**src/rtl/crcc_pkg.sv**
```systemverilog
package crcc_pkg;
  localparam int BYTE_W = 8;
  localparam int ACC_W  = BYTE_W + 1;

  typedef logic [ACC_W-1:0] acc_t;

  // odd parity: 1 when the byte holds an even number of ones
  function automatic logic odd_parity(input logic [BYTE_W-1:0] b);
    return ~(^b);
  endfunction

  function automatic acc_t widen(input logic [BYTE_W-1:0] b);
    return {odd_parity(b), b};
  endfunction

  // one byte step: xor, rotate right within ACC_W, conditional feedback
  function automatic acc_t fold(input acc_t acc, input logic [BYTE_W-1:0] b,
                                input acc_t poly);
    acc_t mix;
    acc_t rot;
    mix = widen(b) ^ acc;
    rot = {mix[0], mix[ACC_W-1:1]};
    if (rot[ACC_W-1]) rot = rot ^ poly;
    return rot;
  endfunction

  function automatic acc_t finish(input acc_t acc, input acc_t fin_xor);
    return acc ^ fin_xor;
  endfunction
endpackage

```
**src/rtl/crcc_accum.sv**
```systemverilog
module crcc_accum
  import crcc_pkg::*;
#(
  parameter acc_t POLY = 9'o074
) (
  input  logic              clk,
  input  logic              rst_n,
  input  logic              start,
  input  logic              valid,
  input  logic [BYTE_W-1:0] data,
  output acc_t              acc_q,
  output acc_t              acc_next
);
  acc_t base;

  always_comb begin
    base     = start ? '0 : acc_q;
    acc_next = valid ? fold(base, data, POLY) : base;
  end

  always_ff @(posedge clk or negedge rst_n) begin
    if (!rst_n) acc_q <= '0;
    else        acc_q <= acc_next;
  end
endmodule

```
**src/rtl/crcc_result.sv**
```systemverilog
module crcc_result
  import crcc_pkg::*;
#(
  parameter acc_t FIN_XOR = 9'o727
) (
  input  logic              clk,
  input  logic              rst_n,
  input  logic              close,
  input  logic              wr_mode,
  input  logic [BYTE_W-1:0] tape_chk,
  input  acc_t              acc_in,
  output acc_t              chk_q,
  output logic              done_q,
  output logic              match_q,
  output logic              miss_q
);
  acc_t chk_n;
  logic agree;

  always_comb begin
    chk_n = finish(acc_in, FIN_XOR);
    agree = (chk_n[BYTE_W-1:0] == tape_chk);
  end

  always_ff @(posedge clk or negedge rst_n) begin
    if (!rst_n) begin
      chk_q   <= '0;
      done_q  <= 1'b0;
      match_q <= 1'b0;
      miss_q  <= 1'b0;
    end else begin
      done_q <= close;
      if (close) begin
        chk_q   <= chk_n;
        match_q <= !wr_mode && agree;
        miss_q  <= !wr_mode && !agree;
      end
    end
  end
endmodule

```
**src/rtl/crcc_nrzi9.sv**
```systemverilog
module crcc_nrzi9
  import crcc_pkg::*;
#(
  parameter acc_t POLY    = 9'o074,
  parameter acc_t FIN_XOR = 9'o727
) (
  input  logic              clk,
  input  logic              rst_n,
  input  logic              start_i,
  input  logic              byte_valid_i,
  input  logic [BYTE_W-1:0] byte_i,
  input  logic              end_i,
  input  logic              wr_mode_i,
  input  logic [BYTE_W-1:0] rd_crc_i,
  output logic [ACC_W-1:0]  crc_o,
  output logic              done_o,
  output logic              match_o,
  output logic              mismatch_o
);
  acc_t acc_state;   // brought out for the checker
  acc_t acc_fed;     // accumulator including this cycle's byte

  crcc_accum #(.POLY(POLY)) u_accum (
    .clk      (clk),
    .rst_n    (rst_n),
    .start    (start_i),
    .valid    (byte_valid_i),
    .data     (byte_i),
    .acc_q    (acc_state),
    .acc_next (acc_fed)
  );

  crcc_result #(.FIN_XOR(FIN_XOR)) u_result (
    .clk      (clk),
    .rst_n    (rst_n),
    .close    (end_i),
    .wr_mode  (wr_mode_i),
    .tape_chk (rd_crc_i),
    .acc_in   (acc_fed),
    .chk_q    (crc_o),
    .done_q   (done_o),
    .match_q  (match_o),
    .miss_q   (mismatch_o)
  );
endmodule

```
**config.mk**
```make
export PLATFORM = sky130hd
export DESIGN_NAME = crcc_nrzi9
export DESIGN_NICKNAME = d
export VERILOG_FILES = /design/src/rtl/crcc_pkg.sv /design/src/rtl/crcc_accum.sv /design/src/rtl/crcc_result.sv /design/src/rtl/crcc_nrzi9.sv
export SDC_FILE = /design/constraint.sdc
export NUM_CORES = 1
export LEC_CHECK = 0
export BUFFER_PORTS_ARGS = -buffer_cell sky130_fd_sc_hd__buf_2
export CORE_MARGIN = 1.5
export CORE_UTILIZATION = 47
export DETAILED_ROUTE_END_ITERATION = 6
export GPL_TIMING_DRIVEN = 0
export PLACE_DENSITY = 0.84
export SLEW_MARGIN = 10
export SYNTH_ARGS = -nofsm -noshare
export SYNTH_HDL_FRONTEND = slang
export SYNTH_SLANG_ARGS = --single-unit
```
**constraint.sdc**
```tcl
create_clock -name clk -period 2.07 [get_ports clk]
set_clock_uncertainty 0.2 [all_clocks]
set_input_delay 0.3105 -clock clk [delete_from_list [all_inputs] [get_ports clk]]
set_output_delay 0.3105 -clock clk [all_outputs]
set_load 0.05 [all_outputs]
```
==> results by group <==
Status
  • Outcome: finished, final reports clean

Logic synthesis
  • Top post-synthesis cells by count: 21 x dfrtp_1, 13 x inv_1, 10 x nand2_1, 10 x nor2_1, 10 x xnor2_1
  • Mapped Nets: 165
  • Synth area leaders: dfrtp_1 38%, xnor2_1 6.4%, xor2_1 5.1%
  • Area leader, netlist: dfrtp_1
  • Mapped cell area: 0.001365 sq mm
  • Post-synth EDFFs: 0
  • Share of the synthesized area in the top cell type: 38.50%
  • Number of synthesized register bits: 21
  • Yosys cell types: 44
  • Synth warnings: 0
  • Most frequent cell after synthesis: dfrtp_1
  • Main synth FF type: dfrtp_1
  • Post-synthesis async set-or-reset flop share: 100.0%
  • Sequential area share after synthesis: 38.50%
  • Gate Count Post-Synth: 143
  • Mean Syn Cell Area: 9.546 sq um

Die
  • Rows: 19
  • Initial core utilization: 49.50%
  • Die height: 56.89 um
  • I/O Pins: 34
  • Core area: 0.002758 sq mm
  • Die W: 56.89 um
  • Die ar.: 0.003236 sq mm

STA
  • RSZ-0062 raised after global routing: yes
  • Final Hold Viols: 0
  • Max Slew Vio Count: 0
  • Relative slew slack: 66.40%
  • Post-route minimum period: 2.033 ns
  • Total Neg Setup Slack: 0 ns
  • Final worst-path setup slack: 0.03745 ns
  • Worst-Margin Slew: 0.4962 ns
  • F_max: 492.0 MHz
  • Count of final setup violators: 0
  • Tcrit/Tclk final: 98.19%

Power
  • Sw frac: 39.56%
  • Peak VDD IR: 0.7305 mV
  • Seq pwr share: 40.8%
  • Clock power frac: 13.5%
  • Psw: 0.0005142 W
  • Int Pwr: 0.0007857 W
  • Gate power share: 45.6%
  • P per Cell Area: 745.8 mW/mm^2
  • Leakage: 0.8095 nW

Worst setup path
  • FF-to-FF setup slack: 0.04 ns
  • CP Cell Sequence: xnor2_2 -> or3_4 -> nand3_4 -> xor2_1 -> nand4_1 -> o31a_1
  • Critical Path Start: u_accum.acc_q[0]
  • Crit. path cell count: 6
  • CP endpoint: u_result.miss_q
  • Reg2reg path depth: 6
  • Arrival @ worst endpoint: 2.01 ns
  • CP top delay family: simple AND/OR/NAND/NOR gates
  • Data required time of the worst path: 2.05 ns
  • FF-to-FF Start: u_accum.acc_q[0]
  • WS Path Type: reg2reg
  • Critical path fanouts, max: 6
  • Crit path capture type: flip-flop
  • Critical path buffers and inverters: 0
  • R2r endpoint: u_result.miss_q
  • Slowest cell on crit path: dfrtp_2
  • Slowest cell delay on critical path: 0.52 ns
  • Critical Path Start Type: flip-flop

GRT
  • Global-route wire length before repair: 5.230 mm
  • Number of global-route vias before repair: 1189
  • Initial antenna violation count: 0
  • Total grt overflow: 0
  • Tot GR Track Use: 20.34%
  • Largest net degree at the start of global routing: 22

Cells and area
  • Fin nets: 207
  • Area Growth Syn to Fin: 27.68%
  • Fin area: 0.001743 sq mm
  • Layout cells sized above 1: 34.24%
  • Ant diodes: 0

Detailed routing
  • Vias/cell: 5.698
  • ANT nets after route: 0
  • Post-route DRC violation count: 0
  • Via count: 1225
  • Initial DRC count: 32
  • DR pass1 iterations: 4
  • WL/cell: 14.20 um
  • Detailed Route WL: 3.054 mm

Worst hold path
  • Worst hold-check path type: in2reg

Clock network
  • CTS Sinks: 21
  • Worst skew pair latency: 0.28 ns
  • Clock-pin slew on the worst setup and hold paths: 0.09 ns
  • CTS max path bufs: 2
  • Root buf cell: clkbuf_4
  • H-tree depth: 1
  • CTS tree: built
  • CTS buffer count: 3

Job
  • Max cap viols: 0

Placed design
  • Dpl ws: -0.3582 ns
  • Final RePlAce weighted congestion: 0.9201
  • Buffers on Ports: 32
  • Placed Area: 0.001564 sq mm
  • Hpwl dp: 2.387 mm
==> timing repair <==
item,4_1_cts,5_1_grt
hold endpoints to repair,21,1
endpoints found under the setup margin,2,2
pin swaps,11,5
resized for setup,12,5
buffers inserted,5,0
hold buffers,1,1
gates cloned,0,0
==> routing by layer <==
metal,routed length [um],vias up,GRT usage (%)
met5,0,-,0
met4,27,0,4.983
met3,234,4,2.304
met2,1543,51,36.29
met1,1249,581,26.07
li1,-,589,-
==> final cells by class <==
cell class              instances  area, sq um
fillers                       203         1015
multi-input cells             102        840.8
flip-flops and latches         21        526.8
repair buffers                 39        217.7
inverters                      13        48.80
plain buffers                   5        43.79
well taps                      31        38.79
clock buffers                   4        26.28
==> tightest hold or removal path: stages <==
cell and delay [ns]:
buf_2 0.08, a21oi_1 0.05, o31a_1 0.09
==> cells in the final DEF, fill, tap and decap left out, types with 2 or more instances in the layout <==
cell type	instances
mux2i_1	5
o22ai_1	2
dfrtp_1	20
xor2_1	7
buf_2	32
xnor2_2	3
buf_4	6
nand2b_1	4
mux2_2	4
nand4b_1	2
o211ai_1	2
a31oi_1	3
nor2b_1	3
nand2_1	10
nand4_1	3
buf_6	2
a21oi_1	6
inv_1	13
xnor2_1	6
nor2_1	9
clkbuf_4	3
nand3_1	5
and4_1	2
dlygate4sd3_1	2
==> state kept, by name (all words and copies together) (netlist names) <==
name and flops:
u_accum.acc_q 9, u_result.chk_q 9, u_result.done_q 1, u_result.match_q 1, u_result.miss_q 1
==> logic make-up (layout without fill, tap and decap cells) <==
group / after synthesis / count (layout) / share of synthesized area (%)
flip-flops: 21 / 21 / 38.50
AO/OA/AOI/OAI: 28 / 28 / 15.22
AND/OR/NAND/NOR: 45 / 45 / 17.51
multiplexers: 9 / 9 / 6.966
buffers and inverters: 20 / 61 / 7.333
XOR/XNOR: 20 / 20 / 14.48
==> per-stage QoR <==
step	hold WS, ns	instances	utilization [%]	power, W
floorplan	-0.1851	143	-	0.0009081
global placement	0.06915	206	56.72	0.001031
detailed placement	0.07426	206	56.72	0.001047
CTS	0.004694	214	61.48	0.001289
global route	0.08922	215	63.20	0.001381
finish	0.08388	215	63.20	0.001300
==> power by group through the flow <==
| stage | combinational [W] | sequential (W) | clock [W] |
|---|---|---|---|
| floorplan | 0.000256 | 0.000652 | 0 |
| global placement | 0.000512 | 0.000519 | 0 |
| detailed placement | 0.000523 | 0.000524 | 0 |
| CTS | 0.000579 | 0.000528 | 0.000182 |
| global route | 0.000643 | 0.000541 | 0.000198 |
| finish | 0.000593 | 0.000531 | 0.000176 |
==> worst min path at each step <==
| stage | from | end | slack, ns | cells past startpoint |
|---|---|---|---|---|
| floorplan | rst_n | u_accum.acc_q[0] | -0.19 | 0 |
| global placement | rst_n | u_result.chk_q[7] | 0.07 | 1 |
| detailed placement | rst_n | u_result.chk_q[6] | 0.07 | 1 |
| CTS | end_i | u_result.done_q | 0.005 | 1 |
| global route | wr_mode_i | u_result.miss_q | 0.09 | 3 |
| finish | wr_mode_i | u_result.miss_q | 0.08 | 3 |
Note: power is estimated with default switching activity, not from simulation.
